`src/rtl/pdh_pkg.sv`:
```
package pdh_pkg;
  typedef enum logic {
    OUT_COMB = 1'b0,
    OUT_REG  = 1'b1
  } out_src_e;
endpackage

```
`src/rtl/pdh_keeper.sv`:
```
module pdh_keeper #(
  parameter int N_IN = 8
) (
  input  logic            clk_i,
  input  logic            rst_ni,
  input  logic            block_i,
  input  logic [N_IN-1:0] pin_i,
  input  logic [N_IN-1:0] drv_i,
  output logic [N_IN-1:0] eff_o
);
  for (genvar i = 0; i < N_IN; i++) begin : g_bit
    logic kp_q;
    // blocked or undriven: present the kept level
    always_comb eff_o[i] = (block_i || !drv_i[i]) ? kp_q : pin_i[i];
    always_ff @(posedge clk_i or negedge rst_ni) begin
      if (!rst_ni) kp_q <= 1'b0;
      else         kp_q <= eff_o[i];
    end
  end
endmodule

```
`src/rtl/pdh_recovery.sv`:
```
module pdh_recovery #(
  parameter int RECOV_CYC = 3,
  parameter int CNT_W     = (RECOV_CYC > 0) ? $clog2(RECOV_CYC + 1) : 1
) (
  input  logic             clk_i,
  input  logic             rst_ni,
  input  logic             block_i,
  output logic             clk_ok_o,
  output logic [CNT_W-1:0] cnt_o
);
  localparam logic [CNT_W-1:0] LOAD = CNT_W'(RECOV_CYC);
  logic [CNT_W-1:0] cnt_q;

  always_ff @(posedge clk_i or negedge rst_ni) begin
    if (!rst_ni)               cnt_q <= '0;
    else if (block_i)          cnt_q <= LOAD;
    else if (cnt_q != '0)      cnt_q <= cnt_q - 1'b1;
  end

  assign clk_ok_o = !block_i && (cnt_q == '0);
  assign cnt_o    = cnt_q;
endmodule

```
`src/rtl/pdh_macrocell.sv`:
```
module pdh_macrocell
  import pdh_pkg::*;
#(
  parameter int W = 13
) (
  input  logic         clk_i,
  input  logic         rst_ni,
  input  logic         clk_ok_i,
  input  logic [W-1:0] vec_i,
  input  logic [W-1:0] mask_i,
  input  logic         mode_i,
  input  logic         inv_i,
  output logic         reg_o,
  output logic         out_o
);
  logic term;
  logic r_q;

  assign term = ^(vec_i & mask_i);

  always_ff @(posedge clk_i or negedge rst_ni) begin
    if (!rst_ni)       r_q <= 1'b0;
    else if (clk_ok_i) r_q <= term;
  end

  assign reg_o = r_q;
  assign out_o = ((mode_i == OUT_REG) ? r_q : term) ^ inv_i;
endmodule

```
`src/rtl/pd_hold_array.sv`:
```
module pd_hold_array #(
  parameter int N_IN      = 8,
  parameter int N_MC      = 4,
  parameter int RECOV_CYC = 3,
  localparam int W        = N_IN + 1 + N_MC,
  localparam int CNT_W    = (RECOV_CYC > 0) ? $clog2(RECOV_CYC + 1) : 1
) (
  input  logic              clk_i,
  input  logic              rst_ni,
  input  logic              pd_en_i,
  input  logic              shared_pin_i,
  input  logic [N_IN-1:0]   in_i,
  input  logic [N_IN-1:0]   in_drv_i,
  input  logic [N_MC*W-1:0] mask_i,
  input  logic [N_MC-1:0]   reg_mode_i,
  input  logic [N_MC-1:0]   inv_i,
  output logic [N_MC-1:0]   out_o
);
  logic             blk;
  logic             clk_ok;
  logic [CNT_W-1:0] rcnt;
  logic [N_IN-1:0]  eff;
  logic             sp_bit;
  logic [N_MC-1:0]  reg_bus;
  logic [W-1:0]     vec;

  assign blk    = pd_en_i & shared_pin_i;
  // pin leaves the array when it serves as power-down control
  assign sp_bit = pd_en_i ? 1'b0 : shared_pin_i;
  assign vec    = {reg_bus, sp_bit, eff};

  pdh_keeper #(.N_IN(N_IN)) u_keeper (
    .clk_i   (clk_i),
    .rst_ni  (rst_ni),
    .block_i (blk),
    .pin_i   (in_i),
    .drv_i   (in_drv_i),
    .eff_o   (eff)
  );

  pdh_recovery #(.RECOV_CYC(RECOV_CYC), .CNT_W(CNT_W)) u_recov (
    .clk_i    (clk_i),
    .rst_ni   (rst_ni),
    .block_i  (blk),
    .clk_ok_o (clk_ok),
    .cnt_o    (rcnt)
  );

  for (genvar j = 0; j < N_MC; j++) begin : g_mc
    pdh_macrocell #(.W(W)) u_mc (
      .clk_i    (clk_i),
      .rst_ni   (rst_ni),
      .clk_ok_i (clk_ok),
      .vec_i    (vec),
      .mask_i   (mask_i[j*W +: W]),
      .mode_i   (reg_mode_i[j]),
      .inv_i    (inv_i[j]),
      .reg_o    (reg_bus[j]),
      .out_o    (out_o[j])
    );
  end
endmodule

```
`config.mk`:
```
export PLATFORM = sky130hd
export DESIGN_NAME = pd_hold_array
export DESIGN_NICKNAME = d
export VERILOG_FILES = /design/src/rtl/pdh_pkg.sv /design/src/rtl/pdh_keeper.sv /design/src/rtl/pdh_recovery.sv /design/src/rtl/pdh_macrocell.sv /design/src/rtl/pd_hold_array.sv
export SDC_FILE = /design/constraint.sdc
export NUM_CORES = 1
export LEC_CHECK = 0
export BUFFER_PORTS_ARGS = -buffer_cell sky130_fd_sc_hd__buf_2
export CAP_MARGIN = 25
export CORE_AREA = 2 2 68 70
export CTS_BUF_LIST = sky130_fd_sc_hd__clkbuf_8
export CTS_CLUSTER_DIAMETER = 80
export DETAILED_ROUTE_END_ITERATION = 8
export DIE_AREA = 0 0 70 72
export HOLD_SLACK_MARGIN = 0.06
export PLACE_DENSITY = 0.69
export SYNTH_ARGS = -nofsm -noshare
export SYNTH_HDL_FRONTEND = slang
export SYNTH_SLANG_ARGS = --single-unit
```
`constraint.sdc`:
```
create_clock -name clk_i -period 2.6 [get_ports clk_i]
set_clock_uncertainty 0.05 [all_clocks]
set_input_delay 0.13 -clock clk_i [delete_from_list [all_inputs] [get_ports clk_i]]
set_output_delay 0.13 -clock clk_i [all_outputs]
set_load 0.05 [all_outputs]
```
==> run_results.csv <==
group,metric,value,unit
worst_setup_path,start_kind,"primary input",
synth,synthesis.nets,264,
synth,synthAdderAreaFrac,0.742,%
die,fp.dieH,72,um
die,ios,84,
pwr,total_power,2.11,mW
timing,max_freq,396,MHz
pwr,p_per_area,878,nW/um^2
worst_setup_path,crit_buf_inv,3,
timing,tightest_slew,438,ps
die,start_util,39.5,%
drt,wire_per_inst,13.0,um
synth,synth_top_area_share,20.8,%
global_route,grt_pass1_wl,6430,um
synth,yosysWarningCount,0,
global_route,antenna_found_initial,0,
worst_hold_path,whs_endpoint,"u_keeper.g_bit[4].kp_q",
worst_setup_path,crit_type,"primary input to output pin",
layout,diodes,0,
clock_tree,cts_tree,"done",
synth,synthXorXnorAreaFrac,30.4,%
synth,yosysTopAreaCell,"dfrtp_1",
placement,dp_hpwl,3390,um
synth,ys_ff_latch,14,
global_route,grt_overflow,0,
drt,dr.first_iter.drc_count,72,
global_route,grt_usage,16.1,%
timing,max-slew-margin-rel,70.6,%
worst_setup_path,reg2reg_slack,530,ps
die,die_w,70,um
worst_hold_path,min_from,"in_i[4]",
layout,n_fill_cell,403,
die,row_count,24,
clock_tree,clock-sinks,14,
timing,fin_crit,2520,ps
pwr,cellLeakagePower,1.30,nW
die,core-area,4260,um^2
synth,synthCells,183,
placement,portBuffers,83,
clock_tree,clk_pin_slew_worst_paths,60,ps
synth,yosys.area_share.simple,19.5,%
worst_setup_path,crit_chain,"buf_4, buf_6, a21boi_4, mux2_4, nand2_2, xnor3_1, xnor3_2, mux2i_1, o2111a_1, buf_6",
timing,slew_violations,0,
synth,syn-cell-area,1690,um^2
synth,synth_top_family_by_area,"XOR/XNOR gates",
worst_setup_path,reg2reg_depth,7,
layout,area_growth_syn_to_layout,42.8,%
layout,nets,364,
synth,muxShareOfSynthArea,18.5,%
worst_setup_path,required,2420,ps
timing,worst_slack,76.3,ps
drt,drt_first_pass_iters,4,
drt,ant_nets,0,
job,drv_cap,0,
layout,layout-drive-gt1-share,47.5,%
worst_hold_path,worstHoldPathCells,2,
timing,setup_viol,0,
timing,fin_crit_sh,97.1,%
synth,synthTopCellsByArea,"dfrtp_1, nand2_1, xnor3_1",
worst_setup_path,r2r-start,"u_keeper.g_bit[5].kp_q",
global_route,grt_pass1_vias,1396,
worst_setup_path,cp-end-kind,"output pin",
synth,synth_compound_area_share,7.20,%
placement,post-place-ws,17.0,ps
die,die_area,5040,um^2
worst_hold_path,hold_path_class,"primary input to flop",
clock_tree,clockBufferDepth,2,
clock_tree,numCtsBuffers,3,
worst_setup_path,critPathTopFamily,"XOR/XNOR gates",
global_route,grt_max_degree,15,
placement,gp_congestion,0.791,
drt,drc,0,
synth,synth_cell_types,26,
worst_setup_path,timing.rr.end,"g_mc[3].u_mc.reg_o",
clock_tree,root_buffer,"clkbuf_8",
clock_tree,clk_latency,250,ps
clock_tree,cts-htree-levels,1,
run_status,status,"finished, final reports clean",
worst_setup_path,cp_max_fo,5,
pwr,vdd.ir_drop.worst,724,uV
drt,via_per_inst,4.70,
drt,dr_total_vias,1571,
synth,avgSynthCellArea,9.21,um^2
worst_setup_path,crit_top_cell,"buf_6",
synth,yosysSeqAreaShare,20.8,%
drt,wirelength,4340,um
worst_setup_path,crit_arrival,2340,ps
worst_setup_path,slowest_delay,440,ps
timing,rsz0062_at_grt,"yes",
worst_setup_path,slowest_stage,"xnor3_2",
timing,hold_viol,0,
timing,worst_hold_slack,126,ps
state kept, by name (all words and copies together), names as in the netlist:
register	count
u_recov.cnt_o	2
u_keeper.g_bit.kp_q	8
g_mc.u_mc.reg_o	4
routing by layer:
metal	part of all wire (%)	vias up	global-route usage [%]
li1	-	807	-
met1	44	704	21.5
met2	49	54	26.7
met3	6.1	6	3.33
met4	1.3	0	4.49
met5	0	-	0
cell type report:
cell class / instances / area (um^2) / share of cell area, %
multi-input combinational: 161 / 1350 / 55.9
sequential: 14 / 355 / 14.8
inverter: 2 / 7.51 / 0.312
clock buffer: 4 / 55.1 / 2.29
tap: 52 / 65.1 / 2.70
timing repair buffer: 101 / 579 / 24.1
timing repair:
item / CTS / global route
pin swaps: 1 / 13
endpoints found under the hold margin: 14 / 0
resized for setup: 6 / 20
setup buffers: 1 / 9
hold buffers: 1 / 0
setup endpoints to repair: 4 / 4
where the power goes:
| group | total, mW | switching, mW | internal, mW |
|---|---|---|---|
| Combinational | 1.54 | 0.761 | 0.776 |
| Clock | 0.216 | 0.0814 | 0.134 |
| Sequential | 0.361 | 0.0712 | 0.290 |
| Total | 2.11 | 0.913 | 1.20 |
how the worst max path moves through the flow:
stage	start	endpoint	cells after the start
floorplan	in_drv_i[7]	out_o[3]	8
global placement	shared_pin_i	out_o[3]	10
detailed placement	shared_pin_i	out_o[3]	9
CTS	g_mc[1].u_mc.reg_o	out_o[2]	8
global route	g_mc[0].u_mc.reg_o	out_o[1]	8
finish	pd_en_i	out_o[3]	10
logic make-up (layout without fill, tap and decap cells):
family	Yosys count	in the layout
AND/OR/NAND/NOR	79	79
multiplexers	29	29
AO/OA/AOI/OAI	11	11
flip-flops	14	14
buffers and inverters	8	107
adder cells (fa/ha/maj)	1	1
XOR/XNOR	41	41
worst register-to-register path, cell delays in order, from the launching register on:
cell and delay [ps]:
dfrtp_1 380, mux2_4 280, nand2_2 50, xnor3_1 400, xnor3_2 430, buf_4 150
xnor2_1 140, o21ai_1 80
Yosys cell counts (all sizes together):
master,instances
nand2,67
xnor2,21
mux2i,18
dfrtp,14
mux2,11
xnor3,11
xor2,9
a21boi,8
buf,6
nand3b,5
inv,2
nor2,2
nor3b,2
and3,1
ha,1
nand3,1
nor3,1
o2111a,1
o211ai,1
o21ai,1
through the flow:
step | instances | instance area, um^2 | setup TNS (ps) | utilization (%)
3_5_place_dp | 319 | 2180 | 0 | 51.0
3_3_place_gp | 319 | 2180 | 0 | 51.0
6_report | 334 | 2410 | 0 | 56.5
4_1_cts | 325 | 2260 | 0 | 53.0
5_1_grt | 334 | 2410 | -206 | 56.5
2_1_floorplan | 183 | 1690 | 0 | -
cells in the final DEF, fill, tap and decap left out, drive strengths merged, types with 2 or more instances in the layout:
master | Yosys | routed
dfrtp | 14 | 14
mux2 | 11 | 11
nor2 | 2 | 2
nand3b | 5 | 5
buf | 6 | 100
nor3b | 2 | 2
mux2i | 18 | 18
xnor2 | 21 | 21
xnor3 | 11 | 11
a21boi | 8 | 8
xor2 | 9 | 9
inv | 2 | 2
nand2 | 67 | 67
clkbuf | 0 | 4
No activity file was read; power rests on OpenSTA's default activity.
